--- config.mk ---
export PLATFORM = sky130hd
export DESIGN_NAME = bank_act_monitor
export DESIGN_NICKNAME = d
export VERILOG_FILES = /design/src/rtl/bam_pkg.sv /design/src/rtl/bam_down_cnt.sv /design/src/rtl/bam_bank_dp.sv /design/src/rtl/bam_ctrl.sv /design/src/rtl/bank_act_monitor.sv
export SDC_FILE = /design/constraint.sdc
export NUM_CORES = 1
export LEC_CHECK = 0
export ABC_AREA = 1
export BUFFER_PORTS_ARGS = -buffer_cell sky130_fd_sc_hd__buf_2
export CORE_ASPECT_RATIO = 0.75
export CORE_MARGIN = 4
export CORE_UTILIZATION = 35
export CTS_CLUSTER_DIAMETER = 50
export DETAILED_ROUTE_END_ITERATION = 8
export SLEW_MARGIN = 20
export SYNTH_ARGS = -nofsm -noshare
export SYNTH_HDL_FRONTEND = slang
export SYNTH_SLANG_ARGS = --single-unit
export TNS_END_PERCENT = 100
--- constraint.sdc ---
create_clock -name clk -period 1.1 [get_ports clk]
set_input_delay 0.22 -clock clk [delete_from_list [all_inputs] [get_ports clk]]
set_output_delay 0.22 -clock clk [all_outputs]
set_load 0.05 [all_outputs]
--- src/rtl/bam_pkg.sv ---
package bam_pkg;

  // Violation bit positions in the sticky code
  localparam int VIOL_W      = 5;
  localparam int VB_CLOSED   = 0;
  localparam int VB_REOPEN   = 1;
  localparam int VB_RCD      = 2;
  localparam int VB_RC       = 3;
  localparam int VB_RRD      = 4;

  typedef enum logic [2:0] {
    CMD_NOP,
    CMD_ACT,
    CMD_READ,
    CMD_WRITE,
    CMD_PRE,
    CMD_OTHER
  } bamCmd_t;

  // Strobes from control to datapath
  typedef struct packed {
    logic load;   // activate accepted this cycle
    logic bank;   // bank it targets
  } bamStrobe_t;

endpackage

--- src/rtl/bam_down_cnt.sv ---
module bam_down_cnt #(
  parameter int LOAD = 2
) (
  input  logic clk,
  input  logic rstN,
  input  logic load,
  output logic done
);
  localparam int W = $clog2(LOAD + 2);
  localparam logic [W-1:0] LOAD_V = W'(LOAD);

  logic [W-1:0] cnt;

  // Saturating down-counter; reset leaves it expired
  always_ff @(posedge clk or negedge rstN) begin
    if (!rstN)            cnt <= '0;
    else if (load)        cnt <= LOAD_V;
    else if (cnt != '0)   cnt <= cnt - 1'b1;
  end

  assign done = (cnt == '0);
endmodule

--- src/rtl/bam_bank_dp.sv ---
module bam_bank_dp
  import bam_pkg::*;
#(
  parameter int ROW_W   = 11,
  parameter int RCD_CYC = 3,
  parameter int RC_CYC  = 7,
  parameter int RRD_CYC = 2
) (
  input  logic                   clk,
  input  logic                   rstN,
  input  bamStrobe_t             stb,
  input  logic [ROW_W-1:0]       rowIn,
  output logic [1:0][ROW_W-1:0]  openRow,
  output logic [1:0]             rcdDone,
  output logic [1:0]             rcDone,
  output logic                   rrdDone,
  output logic                   lastBank
);
  localparam int NBANK = 2;

  for (genvar b = 0; b < NBANK; b++) begin : g_bank
    logic hit;
    assign hit = stb.load && (stb.bank == 1'(b));

    always_ff @(posedge clk or negedge rstN) begin
      if (!rstN)    openRow[b] <= '0;
      else if (hit) openRow[b] <= rowIn;
    end

    bam_down_cnt #(.LOAD(RCD_CYC - 1)) u_rcd (
      .clk(clk), .rstN(rstN), .load(hit), .done(rcdDone[b])
    );

    bam_down_cnt #(.LOAD(RC_CYC - 1)) u_rc (
      .clk(clk), .rstN(rstN), .load(hit), .done(rcDone[b])
    );
  end

  // One shared window for activates on either bank
  bam_down_cnt #(.LOAD(RRD_CYC - 1)) u_rrd (
    .clk(clk), .rstN(rstN), .load(stb.load), .done(rrdDone)
  );

  always_ff @(posedge clk or negedge rstN) begin
    if (!rstN)         lastBank <= 1'b0;
    else if (stb.load) lastBank <= stb.bank;
  end
endmodule

--- src/rtl/bam_ctrl.sv ---
module bam_ctrl
  import bam_pkg::*;
(
  input  logic               clk,
  input  logic               rstN,
  input  logic               csN,
  input  logic               rasN,
  input  logic               casN,
  input  logic               weN,
  input  logic               bankBit,
  input  logic               allBit,
  input  logic               violClear,
  input  logic [1:0]         rcdDone,
  input  logic [1:0]         rcDone,
  input  logic               rrdDone,
  input  logic               lastBank,
  output bamStrobe_t         stb,
  output logic [1:0]         bankOpen,
  output logic [VIOL_W-1:0]  violCode
);
  bamCmd_t cmd;
  logic isAct, isAcc, isPre;
  logic [VIOL_W-1:0] newViol;

  always_comb begin
    if (csN) cmd = CMD_NOP;
    else begin
      unique case ({rasN, casN, weN})
        3'b011:  cmd = CMD_ACT;
        3'b101:  cmd = CMD_READ;
        3'b100:  cmd = CMD_WRITE;
        3'b010:  cmd = CMD_PRE;
        3'b111:  cmd = CMD_NOP;
        default: cmd = CMD_OTHER;
      endcase
    end
  end

  assign isAct = (cmd == CMD_ACT);
  assign isAcc = (cmd == CMD_READ) || (cmd == CMD_WRITE);
  assign isPre = (cmd == CMD_PRE);

  always_comb begin
    newViol            = '0;
    newViol[VB_CLOSED] = isAcc && !bankOpen[bankBit];
    newViol[VB_RCD]    = isAcc &&  bankOpen[bankBit] && !rcdDone[bankBit];
    newViol[VB_REOPEN] = isAct &&  bankOpen[bankBit];
    newViol[VB_RC]     = isAct && !rcDone[bankBit];
    newViol[VB_RRD]    = isAct && (lastBank != bankBit) && !rrdDone;
  end

  assign stb.load = isAct;
  assign stb.bank = bankBit;

  for (genvar b = 0; b < 2; b++) begin : g_state
    always_ff @(posedge clk or negedge rstN) begin
      if (!rstN)
        bankOpen[b] <= 1'b0;
      else if (isAct && (bankBit == 1'(b)))
        bankOpen[b] <= 1'b1;
      else if (isPre && (allBit || (bankBit == 1'(b))))
        bankOpen[b] <= 1'b0;
    end
  end

  always_ff @(posedge clk or negedge rstN) begin
    if (!rstN) violCode <= '0;
    else       violCode <= (violClear ? '0 : violCode) | newViol;
  end
endmodule

--- src/rtl/bank_act_monitor.sv ---
module bank_act_monitor
  import bam_pkg::*;
#(
  parameter int ROW_W   = 11,
  parameter int RCD_CYC = 3,
  parameter int RC_CYC  = 7,
  parameter int RRD_CYC = 2
) (
  input  logic               clk,
  input  logic               rstN,
  input  logic               csN,
  input  logic               rasN,
  input  logic               casN,
  input  logic               weN,
  input  logic [ROW_W:0]     addr,
  input  logic               violClear,
  output logic [1:0]         bankOpen,
  output logic [ROW_W-1:0]   rowBank0,
  output logic [ROW_W-1:0]   rowBank1,
  output logic               violAny,
  output logic [VIOL_W-1:0]  violCode
);
  bamStrobe_t               stb;
  logic [1:0][ROW_W-1:0]    openRow;
  logic [1:0]               rcdDone, rcDone;
  logic                     rrdDone, lastBank;

  bam_ctrl u_ctrl (
    .clk(clk), .rstN(rstN),
    .csN(csN), .rasN(rasN), .casN(casN), .weN(weN),
    .bankBit(addr[ROW_W]), .allBit(addr[ROW_W-1]),
    .violClear(violClear),
    .rcdDone(rcdDone), .rcDone(rcDone), .rrdDone(rrdDone), .lastBank(lastBank),
    .stb(stb), .bankOpen(bankOpen), .violCode(violCode)
  );

  bam_bank_dp #(
    .ROW_W(ROW_W), .RCD_CYC(RCD_CYC), .RC_CYC(RC_CYC), .RRD_CYC(RRD_CYC)
  ) u_dp (
    .clk(clk), .rstN(rstN), .stb(stb), .rowIn(addr[ROW_W-1:0]),
    .openRow(openRow), .rcdDone(rcdDone), .rcDone(rcDone),
    .rrdDone(rrdDone), .lastBank(lastBank)
  );

  assign rowBank0 = openRow[0];
  assign rowBank1 = openRow[1];
  assign violAny  = |violCode;
endmodule

==> flow_summary_export.csv <==
group,metric,value,unit
finish,diodes,0,
logic_synthesis,syn_inst,236,
critical_path,path_max_fanout,2,
critical_path,reg2reg_depth,7,
pwr,ir_drop,0.9296,mV
placement,dpl_cell_area,2390,um^2
global_route,overflow,0,
sta,tightestPinTransition,0.3596,ns
sta,fmax,744.8,MHz
critical_path,r2r_start,"u_dp.g_bank[0].u_rc.cnt[1]",
clocking,cts_root_buffer,"clkbuf_8",
logic_synthesis,synthMuxAreaShare,0,%
sta,hold_viol,0,
clocking,clock_sinks,42,
placement,port_buffers,48,
global_route,gr-max-usage-layer,"met2",
critical_path,slowest_delay,0.41,ns
logic_synthesis,syn_area_per_cell,8.472,um^2
flow_run,cap_violations,0,
logic_synthesis,ys_seq_elements,42,
logic_synthesis,yosys.cell_types.count,16,
critical_path,cp_cell_sequence,"nor3_2 > nand2_2 > buf_6",
pwr,leakagePower,1.556,nW
finish,nets,338,
route,num_vias,1738,
route,wire_per_inst,12.90,um
floorplanning,die_width,95.28,um
clocking,clk-insertion-delay-late,0.29,ns
global_route,grt.met1_usage,18.27,%
hold_path,hp-class,"in -> reg",
finish,final_area,2902,um^2
logic_synthesis,syn-cell-area,1999,um^2
global_route,grt_use_met3,5.322,%
floorplanning,die_area,6998,um^2
global_route,track_usage,14.22,%
floorplanning,core,5439,um^2
finish,layout_commonest_cell,"nand2_1",
critical_path,worstSetupPathType,"reg -> out",
floorplanning,rows,23,
route,route.detailed.drc,0,
route,viasPerCell,4.479,
logic_synthesis,syn_nets,262,
critical_path,worstPathArrival,1.12,ns
clocking,cts_tree,"done",
logic_synthesis,synth_top_family_by_area,"simple AND/OR/NAND/NOR gates",
sta,finalCritPeriodShare,122.1,%
finish,syn2layout_area_growth,45.12,%
pwr,finalPower,6.694,mW
route,ant_nets,0,
critical_path,endpoint,"violAny",
floorplanning,start_util,36.76,%
critical_path,critical-path-slowest-cell,"dfrtp_2",
status,status,"complete, but fails checks",
finish,drive_gt1_share,37.06,%
floorplanning,die_y,73.46,um
clocking,h-tree-depth,2,
hold_path,hold_depth,3,
logic_synthesis,yosys_warnings,0,
route,finalWirelength,5005,um
critical_path,reg2reg_slack,0.02,ns
route,drt_first_iter_violations,46,
logic_synthesis,synth-compound-area-share,2.253,%
logic_synthesis,ys_seq_area_share,52.57,%
global_route,grt_start_max_net_pins,33,
route,dr.pass1.iters,4,
placement,gp_congestion,0.7089,
logic_synthesis,synthSimpleGateAreaFrac,30.35,%
sta,finalSetupViolations,6,
finish,fillers,517,
logic_synthesis,synth-xor-area-share,1.752,%
critical_path,crit_required,0.88,ns
sta,maxSlewViolCount,0,
critical_path,startpoint,"u_ctrl.violCode[4]",
pwr,powerDensity,2307,nW/um^2
clocking,numCtsBuffers,5,
clocking,clk_path_buf_depth,2,
sta,skew,0.004622,ns
sta,grt_setup_unrepaired,"true",
status,violations,"negative setup slack",
critical_path,reg2reg_to,"u_ctrl.violCode[3]",
global_route,antenna_found_initial,0,
sta,fin_crit,1.343,ns
logic_synthesis,synth_fa_ha_area_share,4.380,%
global_route,grt_pass1_wl,7652,um
critical_path,cp-end-kind,"primary output",
placement,dp_hpwl,3217,um
finish,mostFrequentLayoutCells,"nand2_1, dfrtp_1, buf_6",
critical_path,cp-start-kind,"flip-flop",
global_route,grt_pass1_vias,1674,
floorplanning,pin_count,49,
sta,fin_ws,-0.2427,ns
global_route,use_met2,23.04,%
sta,relSlewSlack,75.84,%
clocking,clkTransAtPathRegs,0.09,ns
## how the worst min path moves through the flow
| stage | start | to | slack (ns) |
|---|---|---|---|
| 6_report | addr[5] | u_dp.openRow[5] | 0.16 |
| 5_1_grt | addr[6] | u_dp.openRow[17] | 0.15 |
| 4_1_cts | addr[5] | u_dp.openRow[5] | 0.16 |
| 3_5_place_dp | rstN | u_dp.g_bank[0].u_rc.cnt[0] | 0.12 |
| 3_3_place_gp | rstN | u_dp.g_bank[0].u_rc.cnt[2] | 0.12 |
| 2_1_floorplan | rstN | u_ctrl.bankOpen[0] | -0.08 |
## critical path, delay by kind of cell, from the launching register on
| kind | cells | cell delay [ns] |
|---|---|---|
| DFF | 1 | 0.41 |
| and+or+nand+nor | 2 | 0.27 |
| buffers and inverters | 1 | 0.15 |
## cells in the mapped netlist
library cell	n	area share (%)
a21oi_1	1	0.25
buf_2	1	0.25
buf_4	2	0.75
buf_6	4	2.3
dfrtp_1	42	53
ha_1	7	4.4
inv_1	28	5.3
inv_2	1	0.19
nand2_1	94	18
nand3_1	29	7.3
nand3_4	2	1.8
nor2_1	8	1.5
nor2_4	3	1.7
nor3_1	2	0.50
o21ai_0	8	2.0
xnor2_1	4	1.8
## per-stage QoR
stage | TNS, ns | cells | utilization, % | worst slack (ns) | hold WS, ns
2_1_floorplan | -0.04202 | 236 | - | -0.04202 | -0.07559
3_3_place_gp | 0 | 363 | 43.94 | 0.02546 | 0.1177
3_5_place_dp | -0.01958 | 363 | 43.94 | -0.01958 | 0.1186
4_1_cts | -0.6528 | 377 | 49.83 | -0.2510 | 0.1569
5_1_grt | -1.329 | 388 | 53.35 | -0.3046 | 0.1522
6_report | -0.4681 | 388 | 53.35 | -0.2427 | 0.1638
## logic make-up (layout without fill, tap and decap cells)
logic type,Yosys count,in the layout
simple gates,138,138
flops,42,42
buf+inv,36,113
compound gates,9,9
fa+ha+maj,7,7
xor+xnor,4,4
## cell type report
cell class / instances / area, um^2 / share of cell area [%]
Clock buffer: 5 / 68.82 / 2.372
Multi-Input combinational cell: 158 / 874.6 / 30.14
Clock inverter: 3 / 21.27 / 0.7331
Sequential cell: 42 / 1057 / 36.44
Inverter: 29 / 108.9 / 3.752
Tap cell: 75 / 93.84 / 3.234
Timing Repair Buffer: 76 / 676.9 / 23.33
## registers in the layout, indices dropped and copies added (netlist names)
| register | cells |
|---|---|
| u_dp.openRow | 22 |
| u_ctrl.violCode | 5 |
| u_dp.lastBank | 1 |
| u_ctrl.bankOpen | 2 |
| u_dp.g_bank.u_rc.cnt | 6 |
| u_dp.g_bank.u_rcd.cnt | 4 |
| u_dp.u_rrd.cnt | 2 |
## power by group
part	total (mW)	switching (mW)	internal (mW)
clock	1.03	0.579	0.447
combinational	3.33	1.88	1.46
sequential	2.33	0.339	1.99
## repair_timing
| item | CTS | global route |
|---|---|---|
| hold buffers | 1 | 0 |
| setup endpoints to repair | 32 | 39 |
| buffers inserted | 5 | 11 |
| pin swaps | 1 | 15 |
| gates resized for setup | 59 | 36 |
| endpoints found under the hold margin | 10 | 0 |
## metal layers
layer / vias up / routed length, um
met2: 42 / 2410
met4: 0 / 20
met5: - / 0
li1: 882 / -
met3: 2 / 304
met1: 812 / 2270
Power figures use the tool's default switching activity.
